==> src/rtl/snoop_dir_pkg.sv <==
package snoop_dir_pkg;

    localparam int SD_PORTS   = 4;
    localparam int SD_ADDR_W  = 16;
    localparam int SD_NOMINAL = 32;
    localparam int SD_WAYS    = 8;

    typedef enum logic {
        OP_ALLOC = 1'b0,
        OP_DROP  = 1'b1
    } sd_op_e;

    function automatic int sd_capacity(input int nominal);
        return 2 * nominal;
    endfunction

    function automatic int sd_idx_w(input int n);
        return (n > 1) ? $clog2(n) : 1;
    endfunction

endpackage

==> src/rtl/sd_first_one.sv <==
module sd_first_one #(
    parameter int W   = 8,
    localparam int IW = snoop_dir_pkg::sd_idx_w(W)
) (
    input  logic [W-1:0]  vec,
    output logic          found,
    output logic [IW-1:0] idx
);
    always_comb begin
        found = 1'b0;
        idx   = '0;
        for (int i = W - 1; i >= 0; i--) begin
            if (vec[i]) begin
                found = 1'b1;
                idx   = IW'(i);
            end
        end
    end
endmodule

==> src/rtl/sd_set_match.sv <==
module sd_set_match #(
    parameter int WAYS  = 8,
    parameter int TAG_W = 13,
    parameter int NP    = 4,
    localparam int WW   = snoop_dir_pkg::sd_idx_w(WAYS)
) (
    input  logic [WAYS-1:0]            row_vld,
    input  logic [WAYS-1:0][TAG_W-1:0] row_tag,
    input  logic [WAYS-1:0][NP-1:0]    row_pres,
    input  logic [TAG_W-1:0]           tag_in,
    output logic                       hit,
    output logic [WW-1:0]              hit_way,
    output logic [NP-1:0]              hit_pres,
    output logic                       free_any,
    output logic [WW-1:0]              free_way
);
    logic [WAYS-1:0] way_hit;

    for (genvar w = 0; w < WAYS; w++) begin : g_cmp
        assign way_hit[w] = row_vld[w] && (row_tag[w] == tag_in);
    end

    sd_first_one #(.W(WAYS)) u_hit_pick (
        .vec(way_hit), .found(hit), .idx(hit_way)
    );

    sd_first_one #(.W(WAYS)) u_free_pick (
        .vec(~row_vld), .found(free_any), .idx(free_way)
    );

    assign hit_pres = hit ? row_pres[hit_way] : '0;
endmodule

==> src/rtl/sd_binv_slot.sv <==
module sd_binv_slot #(
    parameter int ADDR_W = 16,
    parameter int NP     = 4
) (
    input  logic              clk,
    input  logic              rst,
    input  logic              load,
    input  logic [ADDR_W-1:0] load_addr,
    input  logic [NP-1:0]     load_tgt,
    input  logic              ready,
    output logic              valid,
    output logic [ADDR_W-1:0] addr,
    output logic [NP-1:0]     tgt
);
    always_ff @(posedge clk) begin
        if (rst) begin
            valid <= 1'b0;
            addr  <= '0;
            tgt   <= '0;
        end else if (load) begin
            valid <= 1'b1;
            addr  <= load_addr;
            tgt   <= load_tgt;
        end else if (valid && ready) begin
            valid <= 1'b0;
        end
    end
endmodule

==> src/rtl/snoop_dir.sv <==
module snoop_dir #(
    parameter int NUM_PORTS     = snoop_dir_pkg::SD_PORTS,
    parameter int ADDR_W        = snoop_dir_pkg::SD_ADDR_W,
    parameter int NOMINAL_LINES = snoop_dir_pkg::SD_NOMINAL,
    parameter int WAYS          = snoop_dir_pkg::SD_WAYS,
    localparam int PORT_W       = snoop_dir_pkg::sd_idx_w(NUM_PORTS)
) (
    input  logic                 clk,
    input  logic                 rst,
    input  logic                 lk_valid,
    input  logic [ADDR_W-1:0]    lk_addr,
    output logic                 lk_rsp_valid,
    output logic                 lk_rsp_hit,
    output logic [NUM_PORTS-1:0] lk_rsp_targets,
    input  logic                 up_valid,
    input  logic                 up_op,
    input  logic [PORT_W-1:0]    up_port,
    input  logic [ADDR_W-1:0]    up_addr,
    output logic                 up_ready,
    output logic                 binv_valid,
    output logic [ADDR_W-1:0]    binv_addr,
    output logic [NUM_PORTS-1:0] binv_targets,
    input  logic                 binv_ready
);
    import snoop_dir_pkg::*;

    localparam int ENTRIES = sd_capacity(NOMINAL_LINES);
    localparam int SETS    = ENTRIES / WAYS;
    localparam int SET_W   = sd_idx_w(SETS);
    localparam int TAG_W   = ADDR_W - SET_W;
    localparam int WAY_W   = sd_idx_w(WAYS);
    localparam int NP      = NUM_PORTS;

    typedef struct packed {
        logic [TAG_W-1:0] tag;
        logic [SET_W-1:0] set;
    } line_addr_t;

    logic [SETS-1:0][WAYS-1:0]            vld_q;
    logic [SETS-1:0][WAYS-1:0][TAG_W-1:0] tag_q;
    logic [SETS-1:0][WAYS-1:0][NP-1:0]    pres_q;
    logic [SETS-1:0][WAY_W-1:0]           rr_q;

    // lookup path
    line_addr_t       lk_la;
    logic             l_hit, l_free;
    logic [WAY_W-1:0] l_way, l_fway;
    logic [NP-1:0]    l_pres;

    assign lk_la = line_addr_t'(lk_addr);

    sd_set_match #(.WAYS(WAYS), .TAG_W(TAG_W), .NP(NP)) u_lk_match (
        .row_vld (vld_q[lk_la.set]),
        .row_tag (tag_q[lk_la.set]),
        .row_pres(pres_q[lk_la.set]),
        .tag_in  (lk_la.tag),
        .hit     (l_hit),
        .hit_way (l_way),
        .hit_pres(l_pres),
        .free_any(l_free),
        .free_way(l_fway)
    );

    always_ff @(posedge clk) begin
        if (rst) begin
            lk_rsp_valid   <= 1'b0;
            lk_rsp_hit     <= 1'b0;
            lk_rsp_targets <= '0;
        end else begin
            lk_rsp_valid   <= lk_valid;
            lk_rsp_hit     <= lk_valid && l_hit;
            lk_rsp_targets <= (lk_valid && l_hit) ? l_pres : '0;
        end
    end

    // update path
    line_addr_t       up_la, victim_la, pend_la;
    sd_op_e           op;
    logic             u_hit, u_free, need_evict, is_alloc, accept, binv_load;
    logic [WAY_W-1:0] u_way, u_fway, victim_way;
    logic [NP-1:0]    u_pres, port_bit, drop_pres;

    assign up_la      = line_addr_t'(up_addr);
    assign pend_la    = line_addr_t'(binv_addr);
    assign op         = sd_op_e'(up_op);
    assign is_alloc   = (op == OP_ALLOC);
    assign port_bit   = NP'(1) << up_port;

    sd_set_match #(.WAYS(WAYS), .TAG_W(TAG_W), .NP(NP)) u_up_match (
        .row_vld (vld_q[up_la.set]),
        .row_tag (tag_q[up_la.set]),
        .row_pres(pres_q[up_la.set]),
        .tag_in  (up_la.tag),
        .hit     (u_hit),
        .hit_way (u_way),
        .hit_pres(u_pres),
        .free_any(u_free),
        .free_way(u_fway)
    );

    assign need_evict    = !u_hit && !u_free;
    assign victim_way    = rr_q[up_la.set];
    assign victim_la.tag = tag_q[up_la.set][victim_way];
    assign victim_la.set = up_la.set;
    assign drop_pres     = u_pres & ~port_bit;

    assign up_ready  = !(is_alloc && binv_valid &&
                         ((up_la.set == pend_la.set) || need_evict));
    assign accept    = up_valid && up_ready;
    assign binv_load = accept && is_alloc && need_evict;

    always_ff @(posedge clk) begin
        if (rst) begin
            vld_q  <= '0;
            tag_q  <= '0;
            pres_q <= '0;
            rr_q   <= '0;
        end else if (accept) begin
            if (is_alloc) begin
                if (u_hit) begin
                    pres_q[up_la.set][u_way] <= u_pres | port_bit;
                end else if (u_free) begin
                    vld_q[up_la.set][u_fway]  <= 1'b1;
                    tag_q[up_la.set][u_fway]  <= up_la.tag;
                    pres_q[up_la.set][u_fway] <= port_bit;
                end else begin
                    tag_q[up_la.set][victim_way]  <= up_la.tag;
                    pres_q[up_la.set][victim_way] <= port_bit;
                    rr_q[up_la.set] <= (victim_way == WAY_W'(WAYS - 1))
                                       ? '0 : victim_way + WAY_W'(1);
                end
            end else if (u_hit && |(u_pres & port_bit)) begin
                pres_q[up_la.set][u_way] <= drop_pres;
                if (drop_pres == '0) vld_q[up_la.set][u_way] <= 1'b0;
            end
        end
    end

    sd_binv_slot #(.ADDR_W(ADDR_W), .NP(NP)) u_binv (
        .clk      (clk),
        .rst      (rst),
        .load     (binv_load),
        .load_addr(ADDR_W'(victim_la)),
        .load_tgt (pres_q[up_la.set][victim_way]),
        .ready    (binv_ready),
        .valid    (binv_valid),
        .addr     (binv_addr),
        .tgt      (binv_targets)
    );
endmodule

==> config.mk <==
export PLATFORM = sky130hd
export DESIGN_NAME = snoop_dir
export DESIGN_NICKNAME = d
export VERILOG_FILES = /design/src/rtl/snoop_dir_pkg.sv /design/src/rtl/sd_first_one.sv /design/src/rtl/sd_set_match.sv /design/src/rtl/sd_binv_slot.sv /design/src/rtl/snoop_dir.sv
export SDC_FILE = /design/constraint.sdc
export NUM_CORES = 2
export LEC_CHECK = 0
export ABC_CLOCK_PERIOD_IN_PS = 6000
export BUFFER_PORTS_ARGS = -buffer_cell sky130_fd_sc_hd__buf_4
export CAP_MARGIN = 0
export CORE_MARGIN = 3
export CORE_UTILIZATION = 40
export DETAILED_ROUTE_END_ITERATION = 7
export HOLD_SLACK_MARGIN = 0.1
export PLACE_DENSITY = 0.55
export RECOVER_POWER = 50
export SLEW_MARGIN = 40
export SYNTH_ARGS = -nofsm -noshare
export SYNTH_HDL_FRONTEND = slang
export SYNTH_SLANG_ARGS = --single-unit
==> constraint.sdc <==
create_clock -name clk -period 6 [get_ports clk]
set_input_delay 0.3 -clock clk [delete_from_list [all_inputs] [get_ports clk]]
set_output_delay 0.3 -clock clk [all_outputs]
set_load 0.03 [all_outputs]
==> results.json <==
{
  "timing.hold.ws_ns": 0.177,
  "post_synth_top_area_share_pct": 36.6,
  "delay_heaviest_family_cp": "buffers and inverters",
  "synthFlopType": "dfxtp_1",
  "drive_above_1_share_pct": 20.2,
  "placementRows": 148,
  "finalNonFillerCells": 9844,
  "numCtsBuffers": 138,
  "area_added_between_synthesis_and_finish_pct": 17.4,
  "clockRootBuffer": "clkbuf_16",
  "worstHoldPathType": "in -> reg",
  "worst_setup_timing_slack_at_the_placement_stage_ns": -0.350,
  "critical_path.endpoint_type": "flop",
  "crit_path_max_incr_delay_ns": 0.58,
  "worst_slack_ns": 0.211,
  "vdd_drop_max_uv": 225,
  "routed_wire_length_per_instance_um": 30.7,
  "largest_net_degree_at_the_start_of_global_routing": 194,
  "finalCoreUtilization_pct": 47.3,
  "placedCellCount": 9575,
  "synth_async_sr_flop_share_pct": 0,
  "p_seq_share_pct": 43.6,
  "final-max-slew-violation-count": 34,
  "setup.worst_path.class": "in -> reg",
  "cts.reportedPaths.clkPinSlew_ns": 0.06,
  "yosysTopAreaCell": "dfxtp_1",
  "power.share.clock_pct": 46.3,
  "worstPathBufferInverterCount": 10,
  "final-setup-viol-count": 0,
  "drtIter0Drc": 8796,
  "avgViaCountPerCell": 6.39,
  "synth.top_cells.by_count": "1324 x nand2_1, 1203 x dfxtp_1, 698 x a21oi_1",
  "grt_antenna_before_repair": 8,
  "totalNegativeSetupSlack_ns": 0,
  "cp_max_fo": 31,
  "cp_cell_sequence": "dlygate4sd3_1, buf_12, buf_12, buf_12, mux4_2, mux2i_1, buf_4, xnor2_1, nor4_1, nor4bb_4, buf_4, nor4_1, buf_4, a31oi_1, nand3b_1, nand2_1, clkbuf_1, nor3_1, clkbuf_1, nand2_1, clkbuf_2, nand2_1, a21oi_1",
  "share_comb_of_total_power_pct": 10.1,
  "clk_latency_ns": 0.82,
  "worstRegToRegCells": 18,
  "pleak_uw": 0.0261,
  "synth_area_leaders": "dfxtp_1 37%, mux4_2 14%, mux2i_1 8.3%",
  "syn_avg_cell_area_um2": 8.98,
  "cts_num_sinks": 1203,
  "detail_route.first_pass.iterations": 8,
  "die_wd_um": 411,
  "die_area_um2": 169000,
  "grtUsageTotal_pct": 34.7,
  "sort_of_element_at_the_start_of_the_critical_path": "input port",
  "layout_min_cycle_time_ns": 5.79,
  "synth.yosys.seq_area_share_pct": 36.6,
  "port_buffers": 67,
  "cap_viol_max_count": 1,
  "outcome": "finished with violations",
  "finalWirelength_um": 302000,
  "unrepaired_setup_endpoints_after_global_routing": "no",
  "overflow_left_after_global_routing": 0,
  "cp.depth": 23,
  "yosys_warnings": 0,
  "cts-htree-levels": 4,
  "synth.most_common_cell": "nand2_1",
  "hpwl_um": 211000,
  "worst-endpoint-required_ns": 6.68,
  "power.density_cell_area_nw_per_um2": 238,
  "tritoncts_clock_tree": "built",
  "finalWeightedCongestion": 1.04,
  "switching_portion_of_total_power_pct": 27.1,
  "synth_seq_cells": 1203,
  "pin_count": 68,
  "worst_clock_skew_ns": 0.0350,
  "worst-slew-pin-transition_ns": 2.22,
  "drcViolationCount": 0,
  "slew-limit-headroom_pct": -47.9,
  "critical-path-slowest-cell": "dlygate4sd3_1",
  "syn_inst": 7316,
  "syn-num-nets": 7357,
  "timing_hold_violations_final": 0,
  "power_switching_uw": 4990,
  "synth-edff-count": 0,
  "r2r_slack_ns": 0.52,
  "initial_utilization_pct": 40.3,
  "nets": 7601,
  "netlist_area_um2": 65700,
  "routed-via-count": 62934,
  "cts.path.max_buffers": 3,
  "cp_data_arrival_time_ns": 6.46,
  "die_y_um": 411,
  "layout_worst_path_cycle_share_pct": 96.5,
  "grt_pass1_vias": 59114,
  "min_path_cells": 6,
  "core_region_area_um2": 163000,
  "antenna_left": 0,
  "first_pass_grt_wire_length_um": 432000,
  "clock.fmax_mhz": 173,
  "synth.lib_cells_used.distinct": 96,
  "internal_power_uw": 13400,
  "failed_checks": "max-capacitance violations, max-slew violations"
}
-- registers in the layout, summed over array words and instances, names as in the netlist --
register	cells
lk_rsp_targets	4
vld_q	64
lk_rsp_valid	1
u_binv.valid	1
lk_rsp_hit	1
rr_q	24
u_binv.tgt	4
tag_q	832
u_binv.addr	16
pres_q	256
-- worst reg2reg max path: stages, from the launching register on --
cell      delay [ns]
dfxtp_1         0.33
mux4_2          0.48
a21oi_1         0.69
xnor2_1         0.13
nor4_1          0.44
nor4bb_4        0.51
buf_4           0.19
nor4_1          0.05
buf_4           0.16
a31oi_1         0.25
nand3b_1        0.18
nand2_1         0.21
clkbuf_1        0.20
nor3_1          0.20
clkbuf_1        0.54
nand2_1         0.14
clkbuf_2        0.37
nand2_1         0.19
a21oi_1         0.07
-- layer usage --
layer | track usage, % | wire (µm) | vias up
met5 | 0 | 34 | -
met4 | 19.0 | 19200 | 4
met3 | 8.77 | 33200 | 884
met2 | 51.9 | 130000 | 3826
met1 | 45.7 | 120000 | 31046
li1 | - | - | 27174
-- placed cells by master (no fill, tap or decap), types with 141 or more instances in the layout --
master / instances
o21ai_0: 270
a21oi_1: 697
mux4_2: 395
mux2i_1: 544
inv_1: 152
clkbuf_16: 141
dfxtp_1: 1203
xnor2_1: 185
nand2_1: 1319
nor2_1: 446
buf_4: 603
-- logic make-up after synthesis --
kind of cell / share of synthesized area (%)
mux: 23.2
buf+inv: 5.45
fa+ha+maj: 0.0190
simple gates: 14.8
compound gates: 17.1
flops: 36.6
xor+xnor: 2.77
-- area by class of cell --
class / count / area (µm²)
multi-input cells: 5239 / 38300
clock buffers: 210 / 4120
diodes: 5 / 12.5
clock inverters: 34 / 365
flip-flops and latches: 1203 / 24100
well taps: 2175 / 2720
inverters: 157 / 594
repair buffers: 821 / 6970
fillers: 15496 / 85800
-- power groups by stage --
stage / sequential (µW) / clock [µW] / combinational [µW]
3_5_place_dp: 8190 / 0 / 1780
4_1_cts: 8010 / 8600 / 1790
2_1_floorplan: 8180 / 0 / 967
6_report: 8010 / 8520 / 1860
5_1_grt: 8010 / 8910 / 1890
3_3_place_gp: 8190 / 0 / 1770
-- metrics by stage --
step	area, µm²	total power (µW)
2_1_floorplan	65700	9150
3_3_place_gp	73100	9960
3_5_place_dp	73200	9970
4_1_cts	77800	18400
5_1_grt	77100	18800
6_report	77100	18400
-- worst paths after layout --
| path | startpoint | to |
|---|---|---|
| min reg2reg | tag_q[139] | tag_q[139] |
| min | up_port[1] | pres_q[60] |
| max | up_addr[1] | tag_q[290] |
| max reg2reg | tag_q[190] | tag_q[290] |
-- timing repair --
action                                  CTS  global route
endpoints found under the hold margin   347             0
hold buffers                             18             0
endpoints found under the setup margin    0           340
buffers inserted                          0             0
resized for setup                         0             7
Note: power is estimated with default switching activity, not from simulation.
